## config.mk

```make
export PLATFORM = sky130hd
export DESIGN_NAME = txenc_4b5b
export DESIGN_NICKNAME = d
export VERILOG_FILES = /design/src/rtl/txenc_pkg.sv /design/src/rtl/txenc_bit_timer.sv /design/src/rtl/txenc_frame_fsm.sv /design/src/rtl/txenc_serializer.sv /design/src/rtl/txenc_4b5b.sv
export SDC_FILE = /design/constraint.sdc
export NUM_CORES = 1
export LEC_CHECK = 0
export BUFFER_PORTS_ARGS = -buffer_cell sky130_fd_sc_hd__buf_2
export CORE_MARGIN = 2
export CORE_UTILIZATION = 31
export DETAILED_ROUTE_END_ITERATION = 8
export RECOVER_POWER = 25
export SYNTH_ARGS = -nofsm -noshare
export SYNTH_HDL_FRONTEND = slang
export SYNTH_HIERARCHICAL = 1
export SYNTH_SLANG_ARGS = --single-unit
```

## constraint.sdc

```tcl
create_clock -name clk_i -period 1.8 [get_ports clk_i]
set_input_delay 0.09 -clock clk_i [delete_from_list [all_inputs] [get_ports clk_i]]
set_output_delay 0.09 -clock clk_i [all_outputs]
set_load 0.02 [all_outputs]
```

## src/rtl/txenc_pkg.sv

```systemverilog
package txenc_pkg;
  localparam int NIB_W = 4;
  localparam int CG_W  = 5;
  localparam int CNT_W = $clog2(CG_W);

  typedef logic [NIB_W-1:0] nib_t;
  typedef logic [CG_W-1:0]  cg_t;

  localparam cg_t CG_IDLE = 5'b11111;
  localparam cg_t CG_SSD1 = 5'b11000;
  localparam cg_t CG_SSD2 = 5'b10001;
  localparam cg_t CG_ESD1 = 5'b01101;
  localparam cg_t CG_ESD2 = 5'b00111;
  localparam cg_t CG_HALT = 5'b00100;

  typedef enum logic [2:0] {
    FS_IDLE, FS_SSD1, FS_SSD2, FS_DATA, FS_ESD1, FS_ESD2
  } fstate_t;

  function automatic cg_t nib_to_cg(input nib_t n);
    cg_t c;
    case (n)
      4'h0: c = 5'b11110;
      4'h1: c = 5'b01001;
      4'h2: c = 5'b10100;
      4'h3: c = 5'b10101;
      4'h4: c = 5'b01010;
      4'h5: c = 5'b01011;
      4'h6: c = 5'b01110;
      4'h7: c = 5'b01111;
      4'h8: c = 5'b10010;
      4'h9: c = 5'b10011;
      4'hA: c = 5'b10110;
      4'hB: c = 5'b10111;
      4'hC: c = 5'b11010;
      4'hD: c = 5'b11011;
      4'hE: c = 5'b11100;
      default: c = 5'b11101;
    endcase
    return c;
  endfunction

  function automatic logic is_data_cg(input cg_t c);
    logic hit;
    hit = 1'b0;
    for (int i = 0; i < (1 << NIB_W); i++)
      if (nib_to_cg(nib_t'(i)) == c) hit = 1'b1;
    return hit;
  endfunction
endpackage

```

## src/rtl/txenc_bit_timer.sv

```systemverilog
module txenc_bit_timer
  import txenc_pkg::*;
(
  input  logic clk_i,
  input  logic rst_ni,
  output logic first_o,
  output logic last_o
);
  localparam logic [CNT_W-1:0] LAST = CNT_W'(CG_W - 1);

  logic [CNT_W-1:0] cnt_q;

  always_ff @(posedge clk_i or negedge rst_ni) begin
    if (!rst_ni)            cnt_q <= '0;
    else if (cnt_q == LAST) cnt_q <= '0;
    else                    cnt_q <= cnt_q + 1'b1;
  end

  assign first_o = (cnt_q == '0);
  assign last_o  = (cnt_q == LAST);
endmodule

```

## src/rtl/txenc_frame_fsm.sv

```systemverilog
module txenc_frame_fsm
  import txenc_pkg::*;
(
  input  logic clk_i,
  input  logic rst_ni,
  input  logic tick_i,
  input  logic tx_en_i,
  input  logic tx_er_i,
  input  nib_t txd_i,
  output cg_t  cg_o,
  output cg_t  nxt_cg_o
);
  fstate_t st_q, st_d;
  cg_t     cg_q, cg_d;

  // state names the group last emitted; next group depends on it and enable
  always_comb begin
    st_d = st_q;
    cg_d = cg_q;
    case (st_q)
      FS_IDLE, FS_ESD2: begin
        if (tx_en_i) begin st_d = FS_SSD1; cg_d = CG_SSD1; end
        else         begin st_d = FS_IDLE; cg_d = CG_IDLE; end
      end
      FS_SSD1: begin st_d = FS_SSD2; cg_d = CG_SSD2; end
      FS_SSD2, FS_DATA: begin
        if (tx_en_i) begin
          st_d = FS_DATA;
          cg_d = tx_er_i ? CG_HALT : nib_to_cg(txd_i);
        end else begin
          st_d = FS_ESD1; cg_d = CG_ESD1;
        end
      end
      FS_ESD1: begin st_d = FS_ESD2; cg_d = CG_ESD2; end
      default: begin st_d = FS_IDLE; cg_d = CG_IDLE; end
    endcase
  end

  always_ff @(posedge clk_i or negedge rst_ni) begin
    if (!rst_ni) begin
      st_q <= FS_IDLE;
      cg_q <= CG_IDLE;
    end else if (tick_i) begin
      st_q <= st_d;
      cg_q <= cg_d;
    end
  end

  assign cg_o     = cg_q;
  assign nxt_cg_o = cg_d;
endmodule

```

## src/rtl/txenc_serializer.sv

```systemverilog
module txenc_serializer #(
  parameter int W = 5
) (
  input  logic         clk_i,
  input  logic         rst_ni,
  input  logic         load_i,
  input  logic [W-1:0] par_i,
  output logic         ser_o
);
  logic [W-1:0] sh_q;

  always_ff @(posedge clk_i or negedge rst_ni) begin
    if (!rst_ni)     sh_q <= '1;
    else if (load_i) sh_q <= par_i;
    else             sh_q <= {1'b1, sh_q[W-1:1]};
  end

  assign ser_o = sh_q[0];
endmodule

```

## src/rtl/txenc_4b5b.sv

```systemverilog
module txenc_4b5b
  import txenc_pkg::*;
(
  input  logic             clk_i,
  input  logic             rst_ni,
  input  logic             tx_en_i,
  input  logic             tx_er_i,
  input  logic [NIB_W-1:0] txd_i,
  output logic [CG_W-1:0]  cg_o,
  output logic             cg_stb_o,
  output logic             ser_o
);
  logic first, last;
  cg_t  cur_cg, nxt_cg;

  txenc_bit_timer i_timer (
    .clk_i   (clk_i),
    .rst_ni  (rst_ni),
    .first_o (first),
    .last_o  (last)
  );

  txenc_frame_fsm i_fsm (
    .clk_i    (clk_i),
    .rst_ni   (rst_ni),
    .tick_i   (last),
    .tx_en_i  (tx_en_i),
    .tx_er_i  (tx_er_i),
    .txd_i    (txd_i),
    .cg_o     (cur_cg),
    .nxt_cg_o (nxt_cg)
  );

  txenc_serializer #(.W(CG_W)) i_ser (
    .clk_i  (clk_i),
    .rst_ni (rst_ni),
    .load_i (last),
    .par_i  (nxt_cg),
    .ser_o  (ser_o)
  );

  assign cg_o     = cur_cg;
  assign cg_stb_o = first;
endmodule

```

==> flow_summary.json <==
{
  "status": "finished clean",
  "drt_iter0_markers": 10,
  "async_flop_share_pct": 100,
  "synth_edf_count": 0,
  "vdd_drop_max_mv": 0.542,
  "area.growth.synth_to_final_pct": 15.6,
  "ant_nets": 0,
  "grt_use_met1_pct": 15.2,
  "cts.clk_slew.worst_paths_ps": 90,
  "setup_viol": 0,
  "cts_buffers": 3,
  "syn_inst": 86,
  "slew_violations": 0,
  "worstPathArrival_ps": 1620,
  "slew_headroom_pct": 42.2,
  "use_met3_pct": 3.69,
  "overflow": 0,
  "period_share_pct": 78.3,
  "nNetsFinal": 112,
  "power.density_nw_per_um2": 1420,
  "max_freq_ghz": 0.709,
  "skew_ps": 2.41,
  "diodes": 0,
  "wl_per_cell_um": 11.7,
  "fillers": 269,
  "path_cells": "nand2b_1 > a311oi_1 > a21oi_1 > mux2_2",
  "io-pin-count": 15,
  "die_x_um": 56.4,
  "clkLatencyLatePin_ps": 280,
  "cts_resized": 0,
  "ctsRootBufferMaster": "clkbuf_4",
  "layout_commonest_cell": "buf_2",
  "tns_ps": 0,
  "cp-endpoint": "i_fsm/cg_o[3]",
  "ys_seq_area_share_pct": 48.5,
  "synth_flop_cell": "dfstp_2",
  "synth_seq_cells": 16,
  "synth.distinct_cells": 30,
  "worstSetupPathDepth": 4,
  "wl_um": 1550,
  "place.gp.congestion": 0.865,
  "r2r_start": "i_fsm/st_q[1]",
  "grt_start_max_net_pins": 22,
  "whs_ps": 221,
  "antenna_found_initial": 0,
  "cts_tree": "built",
  "ys_warn_count": 6,
  "min_period_ps": 1410,
  "regToRegEndpoint": "i_fsm/cg_o[3]",
  "die_h_um": 56.4,
  "grt_pass1_wl_um": 2810,
  "rsz0062_at_grt": "false",
  "vias": 649,
  "viasPerCell": 4.92,
  "critPathBufInv": 0,
  "port_buffers": 14,
  "drtPass1Iterations": 4,
  "cpLargestDelayFamily": "flip-flops",
  "syn_avg_cell_area_um2": 9.91,
  "setup.worst_path.class": "reg -> reg",
  "rr_worst_depth": 4,
  "initial_core_util_pct": 31.7,
  "core_area_um2": 2690,
  "critPathLaunch": "i_fsm/st_q[1]",
  "cap_violations": 0,
  "hold_viol_final": 0,
  "drc": 0,
  "clk_path_buf_depth": 2,
  "leakage_nw": 0.434,
  "syn_nets": 96,
  "r2r_slack_ps": 390,
  "grt.busiest_layer": "met2",
  "cp-end-kind": "flip-flop",
  "min-delay-start": "tx_en_i",
  "hp-class": "in -> reg",
  "startpoint_type": "flip-flop",
  "crit_slowest_cell": "dfrtp_1",
  "crit_path_max_fanout": 11,
  "syn_area_um2": 852,
  "hpwl_um": 1160,
  "cts_sinks": 16,
  "instances_no_fill": 132,
  "report.power.total_w": 0.00140,
  "required_ps": 2010,
  "track_usage_pct": 11.3,
  "use_met2_pct": 16.6,
  "cts_setup_buffers": 0,
  "dieArea_um2": 3180,
  "drive_above_1_share_pct": 34.7,
  "htreeDepth": 1,
  "slowest_delay_ps": 490,
  "most-common-layout-cells": "buf_2, nor2_1, dfstp_2",
  "core.rowCount": 19,
  "first_global_vias": 619,
  "dp_cells": 127,
  "tightest_slew_ps": 867
}
==> stage by stage <==
step	setup slack (ps)	instance area (um2)	utilization (%)
global route	271	985	36.7
CTS	383	986	36.7
global placement	450	940	35.0
floorplan	426	852	-
detailed placement	394	940	35.0
finish	390	985	36.7
==> area by class of cell <==
cell class / instances / area [um2] / share of cell area [%]
multi-input cells: 60 / 395 / 40.2
clock buffers: 4 / 36.3 / 3.68
well taps: 31 / 38.8 / 3.94
inverters: 6 / 22.5 / 2.29
flip-flops and latches: 16 / 413 / 41.9
repair buffers: 15 / 78.8 / 8.01
==> sequential cells by signal, summed over array words and instances (netlist names) <==
name           cells
i_fsm/cg_o         5
i_ser/sh_q         5
i_fsm/st_q         3
i_timer/cnt_q      3
==> what timing repair did <==
item | CTS | global route
endpoints found under the setup margin | 0 | 0
hold endpoints to repair | 16 | 0
hold buffers | 1 | 0
==> worst min-delay path by stage <==
stage,end,slack (ps),cells past startpoint
final,i_fsm/st_q[1],220,3
after global routing,i_fsm/st_q[1],240,3
after CTS,i_fsm/st_q[1],210,3
after detailed placement,i_timer/cnt_q[1],30,1
after global placement,i_fsm/st_q[1],20,1
after floorplan,i_fsm/st_q[0],-210,0
==> per-layer routing <==
metal / share of wire [%] / routed length, um
met1: 50 / 779
met2: 44 / 674
met3: 5.0 / 78
met4: 0.84 / 13
met5: 0 / 0
==> power by group <==
part / internal, W / switching, W / total, W
Clock: 0.000123 / 0.000107 / 0.000230
Combinational: 0.000249 / 0.000303 / 0.000552
Sequential: 0.000509 / 0.000106 / 0.000615
Total: 0.000881 / 0.000517 / 0.00140
==> worst min-delay path, delay by kind of cell <==
kind / cells / cell delay, ps
AOI/OAI and AO/OA: 2 / 230
buffers and inverters: 1 / 140
==> cells in the mapped netlist (2+ instances only) <==
| library cell | number | area (um2) |
|---|---|---|
| buf_2 | 2 | 10.0 |
| o31ai_1 | 2 | 15.0 |
| nor2_1 | 11 | 41.3 |
| inv_1 | 6 | 22.5 |
| dfrtp_1 | 6 | 150 |
| ha_1 | 2 | 25.0 |
| mux2i_1 | 2 | 20.0 |
| a31oi_1 | 3 | 18.8 |
| nand2b_1 | 5 | 31.3 |
| a21oi_1 | 5 | 25.0 |
| nand2_1 | 6 | 22.5 |
| nor2b_1 | 2 | 12.5 |
| dfstp_2 | 10 | 263 |
| o21ai_0 | 3 | 15.0 |
| mux2_2 | 6 | 67.6 |
==> kinds of logic after synthesis <==
| family | synth area share (%) |
|---|---|
| compound gates | 17.2 |
| xor+xnor | 1.03 |
| fa+ha+maj | 2.94 |
| buf+inv | 5.14 |
| flops | 48.5 |
| mux | 10.3 |
| simple gates | 15.0 |
Power figures use the tool's default switching activity.
